File: src/rtl/ctl3w_pkg.sv
package ctl3w_pkg;
   localparam int BYTE_W = 8;
   localparam int VOL_W  = 6;
   localparam int TONE_W = 5;
   localparam int DEV_W  = 6;
   localparam int CNT_W  = $clog2(BYTE_W);

   typedef enum logic [1:0] {
      ROUTE_MUTE  = 2'b00,
      ROUTE_RIGHT = 2'b01,
      ROUTE_LEFT  = 2'b10,
      ROUTE_AVG   = 2'b11
   } route_e;

   typedef struct packed {
      logic [VOL_W-1:0]  vol_r;
      logic [VOL_W-1:0]  vol_l;
      logic [TONE_W-1:0] bass;
      logic [TONE_W-1:0] treble;
      logic [1:0]        tone_mode;
      logic              deemph;
      route_e            route_l;
      route_e            route_r;
   } ctl_regs_t;

   localparam ctl_regs_t REGS_DEFAULT = '{
      vol_r: '0, vol_l: '0, bass: '0, treble: '0, tone_mode: 2'b00,
      deemph: 1'b0, route_l: ROUTE_LEFT, route_r: ROUTE_RIGHT};
endpackage

File: src/rtl/ctl3w_sync.sv
module ctl3w_sync #(
   parameter int               WIDTH   = 3,
   parameter int               STAGES  = 2,
   parameter logic [WIDTH-1:0] RST_VAL = '0
) (
   input  logic             clk,
   input  logic             rst_n,
   input  logic [WIDTH-1:0] d,
   output logic [WIDTH-1:0] q
);
   if (STAGES < 2) begin : g_bad_stages
      $error("ctl3w_sync: STAGES must be at least 2");
   end
   if (WIDTH < 1) begin : g_bad_width
      $error("ctl3w_sync: WIDTH must be at least 1");
   end

   for (genvar i = 0; i < WIDTH; i++) begin : g_bit
      logic [STAGES-1:0] chain;
      always_ff @(posedge clk or negedge rst_n) begin
         if (!rst_n) chain <= {STAGES{RST_VAL[i]}};
         else        chain <= {chain[STAGES-2:0], d[i]};
      end
      assign q[i] = chain[STAGES-1];
   end
endmodule

File: src/rtl/ctl3w_deser.sv
module ctl3w_deser
   import ctl3w_pkg::*;
(
   input  logic              clk,
   input  logic              rst_n,
   input  logic              mode_s,
   input  logic              clk_s,
   input  logic              data_s,
   output logic              byte_vld,
   output logic              byte_addr,
   output logic [BYTE_W-1:0] byte_val
);
   logic              mode_q, clk_q;
   logic [CNT_W-1:0]  cnt;
   logic [BYTE_W-1:0] shreg;
   logic              rise, mchg;
   logic [BYTE_W-1:0] next_sh;

   assign rise    = clk_s & ~clk_q;
   assign mchg    = mode_s ^ mode_q;
   assign next_sh = {data_s, shreg[BYTE_W-1:1]};

   always_ff @(posedge clk or negedge rst_n) begin
      if (!rst_n) begin
         mode_q    <= 1'b1;
         clk_q     <= 1'b0;
         cnt       <= '0;
         shreg     <= '0;
         byte_vld  <= 1'b0;
         byte_addr <= 1'b0;
         byte_val  <= '0;
      end else begin
         mode_q   <= mode_s;
         clk_q    <= clk_s;
         byte_vld <= 1'b0;
         if (mchg) begin
            cnt <= '0;
         end else if (rise) begin
            shreg <= next_sh;
            if (cnt == CNT_W'(BYTE_W-1)) begin
               cnt       <= '0;
               byte_vld  <= 1'b1;
               byte_addr <= ~mode_s;
               byte_val  <= next_sh;
            end else begin
               cnt <= cnt + 1'b1;
            end
         end
      end
   end
endmodule

File: src/rtl/ctl3w_regfile.sv
module ctl3w_regfile
   import ctl3w_pkg::*;
#(
   parameter logic [DEV_W-1:0] DEV_ADDR = 6'b000101
) (
   input  logic              clk,
   input  logic              rst_n,
   input  logic              byte_vld,
   input  logic              byte_addr,
   input  logic [BYTE_W-1:0] byte_val,
   output ctl_regs_t         regs,
   output logic              sel_valid,
   output logic              sel_status
);
   logic dev_hit;
   assign dev_hit = (byte_val[BYTE_W-1:2] == DEV_ADDR);

   always_ff @(posedge clk or negedge rst_n) begin
      if (!rst_n) begin
         regs       <= REGS_DEFAULT;
         sel_valid  <= 1'b0;
         sel_status <= 1'b0;
      end else if (byte_vld) begin
         if (byte_addr) begin
            sel_valid  <= dev_hit & ~byte_val[0];
            sel_status <= byte_val[1];
         end else if (sel_valid) begin
            if (!sel_status) begin
               unique case (byte_val[7:6])
                  2'b00: regs.vol_r  <= byte_val[VOL_W-1:0];
                  2'b01: regs.vol_l  <= byte_val[VOL_W-1:0];
                  2'b10: regs.bass   <= byte_val[TONE_W-1:0];
                  2'b11: regs.treble <= byte_val[TONE_W-1:0];
               endcase
            end else if (!byte_val[7]) begin
               regs.tone_mode <= byte_val[6:5];
               regs.deemph    <= byte_val[4];
               regs.route_r   <= route_e'(byte_val[3:2]);
               regs.route_l   <= route_e'(byte_val[1:0]);
            end
         end
      end
   end
endmodule

File: src/rtl/ctl3w_regif.sv
module ctl3w_regif
   import ctl3w_pkg::*;
#(
   parameter logic [DEV_W-1:0] DEV_ADDR    = 6'b000101,
   parameter int               SYNC_STAGES = 2
) (
   input  logic              clk,
   input  logic              rst_n,
   input  logic              ctl_sel,
   input  logic              l_mode,
   input  logic              l_clk,
   input  logic              l_data,
   input  logic              pin_mute_l,
   input  logic              pin_mute_r,
   input  logic              pin_deemph,
   output logic [VOL_W-1:0]  vol_r,
   output logic [VOL_W-1:0]  vol_l,
   output logic [TONE_W-1:0] bass,
   output logic [TONE_W-1:0] treble,
   output logic [1:0]        tone_mode,
   output logic              deemph,
   output logic [1:0]        route_l,
   output logic [1:0]        route_r,
   output logic              mute_l,
   output logic              mute_r
);
   logic              mode_s, clk_s, data_s;
   logic              byte_vld, byte_addr;
   logic [BYTE_W-1:0] byte_val;
   ctl_regs_t         regs;
   logic              sel_valid, sel_status;

   ctl3w_sync #(.WIDTH(3), .STAGES(SYNC_STAGES), .RST_VAL(3'b100)) u_sync (
      .clk(clk), .rst_n(rst_n),
      .d({l_mode, l_clk, l_data}),
      .q({mode_s, clk_s, data_s}));

   ctl3w_deser u_deser (
      .clk(clk), .rst_n(rst_n),
      .mode_s(mode_s), .clk_s(clk_s), .data_s(data_s),
      .byte_vld(byte_vld), .byte_addr(byte_addr), .byte_val(byte_val));

   ctl3w_regfile #(.DEV_ADDR(DEV_ADDR)) u_regs (
      .clk(clk), .rst_n(rst_n),
      .byte_vld(byte_vld), .byte_addr(byte_addr), .byte_val(byte_val),
      .regs(regs), .sel_valid(sel_valid), .sel_status(sel_status));

   always_comb begin
      if (ctl_sel) begin
         vol_r     = regs.vol_r;
         vol_l     = regs.vol_l;
         bass      = regs.bass;
         treble    = regs.treble;
         tone_mode = regs.tone_mode;
         deemph    = regs.deemph;
         route_l   = regs.route_l;
         route_r   = regs.route_r;
         mute_l    = (regs.route_l == ROUTE_MUTE);
         mute_r    = (regs.route_r == ROUTE_MUTE);
      end else begin
         vol_r     = '0;
         vol_l     = '0;
         bass      = '0;
         treble    = '0;
         tone_mode = 2'b00;
         deemph    = pin_deemph;
         route_l   = ROUTE_LEFT;
         route_r   = ROUTE_RIGHT;
         mute_l    = pin_mute_l;
         mute_r    = pin_mute_r;
      end
   end
endmodule

File: config.mk
export PLATFORM = sky130hd
export DESIGN_NAME = ctl3w_regif
export DESIGN_NICKNAME = d
export VERILOG_FILES = /design/src/rtl/ctl3w_pkg.sv /design/src/rtl/ctl3w_sync.sv /design/src/rtl/ctl3w_deser.sv /design/src/rtl/ctl3w_regfile.sv /design/src/rtl/ctl3w_regif.sv
export SDC_FILE = /design/constraint.sdc
export NUM_CORES = 1
export LEC_CHECK = 0
export BUFFER_PORTS_ARGS = -buffer_cell sky130_fd_sc_hd__buf_2
export CORE_MARGIN = 1
export CORE_UTILIZATION = 31
export CTS_BUF_LIST = sky130_fd_sc_hd__clkbuf_4
export CTS_CLUSTER_SIZE = 12
export DETAILED_ROUTE_END_ITERATION = 6
export PLACE_DENSITY_LB_ADDON = 0.05
export RECOVER_POWER = 100
export SETUP_SLACK_MARGIN = 0.02
export SLEW_MARGIN = 20
export SYNTH_ARGS = -nofsm -noshare
export SYNTH_HDL_FRONTEND = slang
export SYNTH_SLANG_ARGS = --single-unit
File: constraint.sdc
create_clock -name clk -period 3 [get_ports clk]
set_input_delay 0.45 -clock clk [delete_from_list [all_inputs] [get_ports clk]]
set_output_delay 0.45 -clock clk [all_outputs]
set_load 0.05 [all_outputs]
# [Word level (Yosys, flattened, before mapping)]
# Index checks and enable logic that the tools add are counted.
[classes] add_sub_neg=1 n_eq_ne=5 n_mux=16 bitwise_logic=10 n_reduce_logical=12
[op_table] cell="AND reduction 5 bit" count=5
[op_table] cell="two-way mux 6 bit" count=2
[op_table] cell="two-way mux 5 bit" count=2
[op_table] cell="two-way mux 3 bit" count=3
[op_table] cell="NOT 1 bit" count=7
[op_table] cell="== test 6 x 3 -> 1 bit (second input constant)" count=1
[op_table] cell="zero test 2 bit" count=3
[op_table] cell="two-way mux 1 bit" count=6
[op_table] cell="two-way mux 2 bit" count=3
[op_table] cell="== test 2 bit (second input constant)" count=2
[op_table] cell="AND reduction 2 bit" count=2
[op_table] cell="adder 3 x 1 -> 3 bit (second input constant)" count=1
[op_table] cell="== test 3 bit (second input constant)" count=1
[op_table] cell="AND reduction 3 bit" count=1
[op_table] cell="AND 1 bit" count=2
[op_table] cell="== test 2 x 1 -> 1 bit (second input constant)" count=1
[op_table] cell="nonzero test 2 bit" count=1
[op_table] cell="XOR 1 bit" count=1
[totals] reg_bits=60 out_inout_bits=31

# [Logic depth before layout (Yosys ltp)]
# Gate-level depths: netlist (run 1).
[logic_depth] ltp_word=4 mapped_depth=5

# [Hierarchy]
# A second synthesis (run 1) with hierarchy kept.
[hier_totals] cells_unflattened=174 area_unflattened_um2=2519.9
[modules_own_cells] module="ctl3w_regfile" n_inst=1 cells_each=75 area_each_um2=1246.2 seq_area_each_um2=778.2
[modules_own_cells] module="ctl3w_deser" n_inst=1 cells_each=54 area_each_um2=858.3 seq_area_each_um2=551.8
[modules_own_cells] module="ctl3w_regif" n_inst=1 cells_each=36 area_each_um2=240.2 seq_area_each_um2=0.0
[modules_own_cells] module="ctl3w_sync" n_inst=1 cells_each=9 area_each_um2=175.2 seq_area_each_um2=152.6

# [Least setup slack after synthesis (run 1)]
# Ideal clock, no wire load.
[synth_timing] path_type="input -> output" from="input ctl_sel" to="output mute_r" arrival_time_ps=1654 setup_slack_ps=896 cell_stages=2 n_path_buf=0 path_cell_list="nand2b_1 -> o22ai_1"
[synth_between] elab_chain_len=1
[synth_lines] element="from (decl)" line_no="ctl3w_regif.sv:9" text="input logic ctl_sel,"
[synth_lines] element="two-way mux 1 bit" line_no="ctl3w_regif.sv:49" text="if (ctl_sel) begin"
[synth_lines] element="to (decl)" line_no="ctl3w_regif.sv:25" text="output logic mute_r"
# Every way passes these cells.

# [Final worst setup path (run 1)]
[layout_timing] from="input ctl_sel" to="output vol_r[5]"
[layout_between] elab_chain_len=1
[layout_lines] element="two-way mux 6 bit" line_no="ctl3w_regif.sv:49"
[layout_lines] element="to (decl)" line_no="ctl3w_regif.sv:16" text="output logic [VOL_W-1:0] vol_r,"
# Every way passes these cells.

==> metrics.cfg, run 1 <==
[cts]
clock_path_buffers = 2
clock_latency_ns = 0.39
cts_hold_buf = 1
numCtsBuffers = 9
cts_resized = 0
root_buffer = clkbuf_4
cts_max_level = 3
cts_setup_buffers = 0
path_clk_slew_ns = 0.10
cts_tree = done
clkSinkCount = 59

[final_layout]
antennaDiodeCount = 0
fill_cells = 800
drive_gt1_share_pct = 33.2
finish.utilization_pct = 36.8
nets = 229
area_growth_pct = 14.7
layout_commonest_cell = dfrtp_1
layout.cells.most_common_list = 54 x dfrtp_1, 42 x mux2_2, 28 x clkbuf_1

[place]
place_congestion = 0.640
port_buffers = 39
dp_hpwl_um = 3330
post-place-ws_ns = 1.14

[synth]
synth_top_cell_area_share_pct = 54.5
ys_ff_latch = 59
syn_inst = 171
yosys-top-cells-area = dfrtp_1 55%, mux2_2 19%, and2_1 6.6%
yosys.cell_types.count = 26
avgSynthCellArea_um2 = 14.5
synth-simple-area-share_pct = 12.7
synth-compound-area-share_pct = 0.959
synth_top_area_cell = dfrtp_1
synth_top_family_by_area = multiplexers
synth_nets = 182
synth_fa_ha_area_share_pct = 1.01
ys_warn_count = 0
synth_xor_area_share_pct = 0.656
muxShareOfSynthArea_pct = 23.3
syn_area_mm2 = 0.00248
synth_seq_area_share_pct = 59.8

[worst_setup_path]
start_kind = primary input
r2r_slack_ns = 1.05
cp-endpoint = vol_r[5]
r2r-start = u_deser.cnt[0]
required_ns = 2.55
path_class = in -> out
worstRegToRegCells = 5
cp.arrival_ns = 1.87
worstSetupStartpoint = ctl_sel
crit_fanout = 31
crit_path_end_kind = primary output
r2r-end = u_deser.byte_val[5]

[routing]
drt-wirelength-per-cell_um = 14.5
wl_um = 4710
vias = 1451
drt_first_pass_iters = 4
drt_iter0_drc = 44
ant_nets = 0
drc = 0
via_per_inst = 4.46

[grt]
grt_pass1_wl_um = 8020
antenna_found_initial = 0
grtUsageTotal_pct = 12.9
grt.overflow.total = 0
grt_start_max_net_pins = 40
grt_pass1_vias = 1565

[worst_hold_path]
hold_path.class = in -> reg

[pwr]
powerDensity_mw_per_mm2 = 529
p_leak_nw = 1.37
ir_drop_mv = 0.216
p_total_w = 0.00150

[floorplanning]
fp.dieW_um = 91.4
rows = 32
core_mm2 = 0.00773
start_util_pct = 32.1
die-area_mm2 = 0.00836
ioPinCount = 40
fp.dieH_um = 91.4

[timing]
finClkSkew_ns = 0.0155
hold_viol = 0
tightestPinTransition_ns = 1.10
slew_viol_final = 0
relSlewSlack_pct = 26.8
finalCritPeriodShare_pct = 77.2
grt_setup_unrepaired = false
setup_viol = 0
setup_tns_ns = 0
fin_ws_ns = 0.684
min_period_ns = 2.32
fmax_mhz = 432

[run_status]
status = finished, final reports clean

[flow_run]
drv_cap = 0

## flip-flops by register name, indices dropped and copies added (netlist names)
register            cells
u_deser.mode_q          1
u_regs.sel_valid        1
u_deser.shreg           7
u_deser.cnt             3
u_deser.byte_val        8
u_deser.byte_addr       1
u_regs.regs            29
u_sync.g_bit.chain      6
u_deser.byte_vld        1
u_regs.sel_status       1
u_deser.clk_q           1
## metal layers
| layer | global-route usage, % | share of wire, % | vias up |
|---|---|---|---|
| met5 | 0 | 0 | - |
| met1 | 15.9 | 46 | 726 |
| met4 | 4.63 | 1.5 | 0 |
| met2 | 19.6 | 47 | 33 |
| li1 | - | - | 683 |
| met3 | 6.28 | 4.9 | 9 |
## worst max-delay path: stages
cell	delay [ns]
clkbuf_1	0.70
and2_1	0.25
clkbuf_1	0.47
## cells by family (layout without fill, tap and decap cells)
family,Yosys count,after routing
AO/OA/AOI/OAI,4,4
XOR/XNOR,1,1
adder cells (fa/ha/maj),2,2
buffers and inverters,6,58
flip-flops,59,59
multiplexers,50,50
AND/OR/NAND/NOR,49,49
## Yosys cell counts
cell type and count:
mux2_2 42, and3_1 1, xor2_2 1, mux2_4 5
nor4_1 1, nand3b_1 2, nand2_1 3, o21ai_0 2
nand3b_2 1, o31ai_1 1, clkbuf_1 3, and2b_4 1
dfrtp_1 54, ha_1 2, o22ai_1 1, nor2_2 1
nor2_4 1, inv_1 1, buf_6 2, dfstp_2 5
and2_1 26, and4bb_4 1, mux2i_1 3, nor2_1 6
nand4b_1 2, nand2b_1 3
## area by class of cell
type	count	area, um2	area share (%)
clock inverter	4	42.5	1.50
inverter	1	3.75	0.132
sequential	59	1480	52.2
multi-input combinational	106	918	32.3
clock buffer	12	90.1	3.17
timing repair buffer	41	178	6.25
tap	102	128	4.49
## report_power, final
| part | total [W] | switching, W | internal [W] |
|---|---|---|---|
| clock network | 0.000534 | 0.000258 | 0.000276 |
| registers | 0.000872 | 0.0000297 | 0.000843 |
| logic | 0.0000980 | 0.0000523 | 0.0000456 |
## through the flow
step / instance area (um2) / cells / hold slack, ns
CTS: 2920 / 325 / 0.120
floorplan: 2480 / 171 / 0.154
detailed placement: 2780 / 308 / 0.339
finish: 2840 / 325 / 0.155
global placement: 2780 / 308 / 0.335
global route: 2840 / 325 / 0.0959
## worst min path at each step
stage	depth (start not counted)	endpoint	from
final	1	u_sync.g_bit[0].chain[0]	l_data
after global routing	1	u_sync.g_bit[0].chain[0]	l_data
after CTS	1	u_sync.g_bit[0].chain[0]	l_data
after detailed placement	0	u_sync.g_bit[1].chain[1]	u_sync.g_bit[1].chain[0]
after global placement	0	u_sync.g_bit[0].chain[1]	u_sync.g_bit[0].chain[0]
after floorplan	0	u_deser.byte_addr	rst_n
Note: power is estimated with default switching activity, not from simulation.
==> run 2: changes to the inputs <==
--- a/config.mk
+++ b/config.mk
@@ -5,6 +5,7 @@
 export SDC_FILE = /design/constraint.sdc
 export NUM_CORES = 1
 export LEC_CHECK = 0
+export ABC_AREA = 1
 export BUFFER_PORTS_ARGS = -buffer_cell sky130_fd_sc_hd__buf_2
 export CORE_MARGIN = 1
 export CORE_UTILIZATION = 31
==> constraint.sdc (replaced) <==
create_clock -name clk -period 2.2 [get_ports clk]
set_input_delay 0.33 -clock clk [delete_from_list [all_inputs] [get_ports clk]]
set_output_delay 0.33 -clock clk [all_outputs]
set_load 0.05 [all_outputs]
==> run 2 against run 1 <==
  * Setup slack lost 0.32 ns
  * Largest power group unchanged
  * Sequential power grew 33%
  * Combinational power grew 28%
  * Critical endpoint is now route_r[0]
  * Clock skew shrank 0.0021 ns
  * Power grew 28%
  * Largest cell class unchanged
  * Via count grew 43%
  * Highest routed layer unchanged
  * Flip-flop and latch count is the same
==> metrics.cfg, run 2 <==
[run_status]
status = finished, final reports clean

[floorplanning]
core_mm2 = 0.00826
fp.dieW_um = 94.6
ioPinCount = 40
die-area_mm2 = 0.00895
start_util_pct = 32.2
rows = 33
fp.dieH_um = 94.6

[timing]
relSlewSlack_pct = 4.41
fmax_mhz = 546
min_period_ns = 1.83
setup_viol = 0
tightestPinTransition_ns = 1.43
hold_slack_ns = 0.0418
grt_setup_unrepaired = false
slew_viol_final = 0
setup_tns_ns = 0
finalCritPeriodShare_pct = 83.3
hold_viol = 0
finClkSkew_ns = 0.0134

[routing]
drc = 0
drt_first_pass_iters = 4
vias = 2074
via_per_inst = 4.29
drt_iter0_drc = 59
wl_um = 5750
ant_nets = 0
drt-wirelength-per-cell_um = 11.9

[synth]
synth_nets = 336
ys_warn_count = 0
synth_fa_ha_area_share_pct = 0.941
muxShareOfSynthArea_pct = 0
async_reset_ff_share_pct = 100
synth_top_cell_area_share_pct = 50.8
ys_ff_latch = 59
synth_flop_cell = dfrtp_1
synth_xor_area_share_pct = 0
yosys.cell_types.count = 22
avgSynthCellArea_um2 = 8.18
synth_most_common_cell = nand2_1
ys_top_cells_by_count = 134 x nand2_1, 54 x dfrtp_1, 47 x inv_1
syn_inst = 325
synth-simple-area-share_pct = 32.3
synth_top_family_by_area = simple AND/OR/NAND/NOR gates
synth_edf_count = 0
yosys-top-cells-area = dfrtp_1 51%, nand2_1 19%, inv_1 6.6%
synth-compound-area-share_pct = 1.93
synth_seq_area_share_pct = 55.8
syn_area_mm2 = 0.00266
synth_top_area_cell = dfrtp_1

[worst_setup_path]
crit_path_end_kind = primary output
r2r-end = u_deser.shreg[6]
cp.arrival_ns = 1.50
path_class = reg -> out
r2r-start = u_sync.g_bit[2].chain[1]
start_kind = flop
r2r_slack_ns = 0.62
worstRegToRegCells = 5
crit_fanout = 2
required_ns = 1.87

[pwr]
power.internal_w = 0.00142
p_sw_share_pct = 26.0
ir_drop_mv = 0.280
pwr-share-comb_pct = 6.5
p_switching_w = 0.000500
p_clk_share_pct = 33.3
p_leak_nw = 1.77
p_total_w = 0.00192
powerDensity_mw_per_mm2 = 628
p_seq_share_pct = 60.2

[final_layout]
antennaDiodeCount = 0
finish.instance_area_mm2 = 0.00306
area_growth_pct = 15.2
drive_gt1_share_pct = 10.3
layout_commonest_cell = nand2_1
regMostFlops = u_regs.regs
nets = 385
regArea_mm2 = 0.00148
layout.cells.most_common_list = 135 x nand2_1, 54 x dfrtp_1, 47 x inv_1
largest_reg_flops = 29
reg_top3 = u_regs.regs: 29 flops, u_deser.byte_val: 8 flops, u_deser.shreg: 7 flops
fill_cells = 916
multi_input_area_um2 = 917

[cts]
numCtsBuffers = 9
cts_setup_buffers = 0
cts_tree = done
path_clk_slew_ns = 0.10
clock_path_buffers = 2
cts_resized = 0
clock_latency_ns = 0.40
clkSinkCount = 59
cts_hold_buf = 2
cts_max_level = 3
root_buffer = clkbuf_4

[worst_hold_path]
hold_depth = 1
worstHoldStart = l_data
holdPathEnd = u_sync.g_bit[0].chain[0]
hold_path.class = in -> reg

[grt]
antenna_found_initial = 0
grt_pass1_wl_um = 9530
grt_util_met1_pct = 18.9
grtUsageTotal_pct = 14.3
grt_start_max_net_pins = 30
grt.overflow.total = 0
busiest_layer = met2
grt_pass1_vias = 1955
met3_usage_pct = 3.38
grt_use_met2_pct = 21.9

[place]
place_congestion = 0.696
dp_hpwl_um = 3980
placed_area_mm2 = 0.00299
port_buffers = 39

[flow_run]
drv_cap = 0

-- run 2: cell types whose count changed after synthesis, sizes merged, moves of 11 or more --
cell   previous run  this run
nand4             0        11
and2             26         0
mux2             47         0
nand3             0        37
inv               1        49
nand2             3       136
-- run 2: metal layers --
| metal | wire length (um) | vias up | share of wire [%] |
|---|---|---|---|
| li1 | - | 1097 | - |
| met3 | 198 | 9 | 3.4 |
| met5 | 0 | - | 0 |
| met1 | 2900 | 934 | 50 |
| met4 | 106 | 0 | 1.8 |
| met2 | 2540 | 34 | 44 |
-- run 2: critical path, cell delays in order (launching register included) --
cell and delay [ns]:
dfstp_2 0.54, inv_1 0.03, nand2_1 0.06, clkbuf_1 0.47
-- run 2: cell families after synthesis --
family / Yosys count
flops: 59
fa+ha+maj: 2
buf+inv: 59
compound gates: 10
simple gates: 195
-- run 2: worst max-delay path by stage --
stage,from,end,cells after the start
final,u_regs.regs[0],route_r[0],3
after global routing,rst_n,u_regs.regs[17],3
after CTS,u_regs.regs[3],mute_l,3
after detailed placement,ctl_sel,mute_r,5
after global placement,ctl_sel,mute_r,5
after floorplan,ctl_sel,mute_r,3
-- run 2: final cells by class --
cell class              count  share of cell area [%]
clock buffers              12                    2.94
clock inverters             4                   0.572
inverters                  49                    6.00
multi-input cells         207                    29.9
flip-flops and latches     59                    48.4
well taps                 105                    4.29
repair buffers             48                    7.84
-- run 2: metrics by stage --
step	std cells	util (%)	worst slack, ns
after global routing	484	37.1	0.202
after detailed placement	465	36.2	0.664
after global placement	465	36.2	0.694
after floorplan	325	-	0.169
final	484	37.1	0.368
after CTS	483	37.7	0.378
-- run 2: power groups by stage --
stage	clock [W]	combinational (W)	sequential [W]
5_1_grt	0.000734	0.000142	0.00116
3_5_place_dp	0	0.000127	0.00118
6_report	0.000641	0.000125	0.00116
2_1_floorplan	0	0.0000762	0.00117
3_3_place_gp	0	0.000125	0.00118
4_1_cts	0.000684	0.000130	0.00116
==> run 3: changes to the inputs <==
==> constraint.sdc (replaced) <==
create_clock -name clk -period 1.8 [get_ports clk]
set_input_delay 0.27 -clock clk [delete_from_list [all_inputs] [get_ports clk]]
set_output_delay 0.27 -clock clk [all_outputs]
set_load 0.05 [all_outputs]
==> run 3 against run 2 <==
  * Sequential power grew 22%
  * Clock-buffer cell count decreased by 3
  * Register-to-register slack got worse by 0.31 ns
  * Clock power up 68%
  * Cell count up 0.83%
  * Via count up 3.1%
  * Sequential share of layout area shrank 2.0 points
  * Hold slack improved by 0.32 ns
  * Flip-flop and latch count stayed put
==> metrics.cfg, run 3 (synthesis gave the netlist of run 2 again) <==
[run_status]
status = finished, final reports clean

[place]
dp_hpwl_um = 4020
dp.cells = 468
place_congestion = 0.731
port_buffers = 39
placed_area_mm2 = 0.00302

[pwr]
p_seq_share_pct = 53.2
p_clk_share_pct = 40.5
powerDensity_mw_per_mm2 = 831
p_leak_nw = 1.90
p_switching_w = 0.000666
pwr-share-comb_pct = 6.2
power.internal_w = 0.00199
ir_drop_mv = 0.402
p_sw_share_pct = 25.1

[final_layout]
regArea_mm2 = 0.00148
stdcell_count = 488
reg_top3 = u_regs.regs: 29 flops, u_deser.byte_val: 8 flops, u_deser.shreg: 7 flops
nets = 389
regMostFlops = u_regs.regs
finish.utilization_pct = 38.7
drive_gt1_share_pct = 18.5
area_growth_pct = 20.1
layout_commonest_cell = nand2_1
layout.cells.most_common_list = 135 x nand2_1, 54 x dfrtp_1, 47 x inv_1
finish.instance_area_mm2 = 0.00319
fill_cells = 900
multi_input_area_um2 = 927
antennaDiodeCount = 0
largest_reg_flops = 29

[grt]
antenna_found_initial = 0
grt.overflow.total = 0
grt_util_met1_pct = 19.0
grt_pass1_vias = 2026
met3_usage_pct = 4.83
grtUsageTotal_pct = 14.9
busiest_layer = met2
grt_pass1_wl_um = 10100
grt_use_met2_pct = 23.4
grt_start_max_net_pins = 33

[routing]
drt-wirelength-per-cell_um = 12.0
drt_first_pass_iters = 4
ant_nets = 0
wl_um = 5850
via_per_inst = 4.38
vias = 2139
drt_iter0_drc = 58
drc = 0

[timing]
slew_viol_final = 0
setup_tns_ns = 0
fmax_mhz = 602
hold_slack_ns = 0.359
relSlewSlack_pct = 25.5
grt_setup_unrepaired = false
min_period_ns = 1.66
finClkSkew_ns = 0.0150
hold_viol = 0
finalCritPeriodShare_pct = 92.3
setup_viol = 0
tightestPinTransition_ns = 1.12

[worst_setup_path]
r2r-start = u_deser.byte_addr
path_class = reg -> out
worstPathCellList = or2_2 -> a21oi_2 -> buf_6
critical_path.slowest_cell = dfstp_2
crit_path_end_kind = primary output
slowest_delay_ns = 0.38
start_kind = flop
worstRegToRegCells = 6
cp.arrival_ns = 1.39
crit_fanout = 2
r2r-end = u_regs.regs[28]
r2r_slack_ns = 0.31
required_ns = 1.53

[worst_hold_path]
hold_path.class = reg -> reg
holdPathEnd = u_sync.g_bit[0].chain[1]
worstHoldStart = u_sync.g_bit[0].chain[0]
hold_depth = 0

[cts]
cts_setup_buffers = 0
cts_tree = done
clock_path_buffers = 2
cts_max_level = 3
root_buffer = clkbuf_4
clkSinkCount = 59
clock_latency_ns = 0.41
path_clk_slew_ns = 0.10
numCtsBuffers = 9

[floorplanning]
ioPinCount = 40
rows = 33
fp.dieW_um = 94.6
start_util_pct = 32.2
core_mm2 = 0.00826
die-area_mm2 = 0.00895
fp.dieH_um = 94.6

[flow_run]
drv_cap = 0

## run 3: per-stage QoR
stage	setup slack, ns	power, W
2_1_floorplan	0.209	0.00153
3_3_place_gp	0.411	0.00160
3_5_place_dp	0.379	0.00160
4_1_cts	0.0723	0.00272
5_1_grt	0.0287	0.00281
6_report	0.139	0.00265
## run 3: worst max-delay path by stage
stage | from | endpoint
floorplan | ctl_sel | mute_r
global placement | ctl_sel | mute_r
detailed placement | ctl_sel | mute_r
CTS | u_regs.regs[3] | mute_l
global route | u_regs.regs[3] | mute_l
finish | u_regs.regs[3] | mute_l
## run 3: critical path, delay by kind of cell, from the launching register on
family | cells | cell delay (ns)
DFF | 1 | 0.38
and+or+nand+nor | 1 | 0.30
buffers and inverters | 1 | 0.17
AOI/OAI and AO/OA | 1 | 0.13
## run 3: cell type report
cell class	count	share of cell area, %
Multi-Input combinational cell	207	29.0
Inverter	49	5.76
Clock buffer	9	2.12
Sequential cell	59	46.4
Timing Repair Buffer	52	9.67
Clock inverter	7	2.90
Tap cell	105	4.11
## run 3: metal layers
metal | routed length (um) | vias to the layer above
met5 | 0 | -
met4 | 79 | 0
met3 | 209 | 8
met2 | 2690 | 35
met1 | 2870 | 987
li1 | - | 1109
## run 3: power by group through the flow
stage	clock, W	sequential [W]	combinational, W
2_1_floorplan	0	0.00143	0.0000951
3_3_place_gp	0	0.00144	0.000162
3_5_place_dp	0	0.00144	0.000165
4_1_cts	0.00113	0.00141	0.000172
5_1_grt	0.00120	0.00142	0.000187
6_report	0.00108	0.00141	0.000165
## run 3: what timing repair did
| action | in CTS | in global routing |
|---|---|---|
| hold buffers | 4 | 0 |
| resized for setup | 1 | 1 |
| hold endpoints to repair | 15 | 0 |
| setup endpoints to repair | 1 | 1 |
| pin swaps | 0 | 0 |
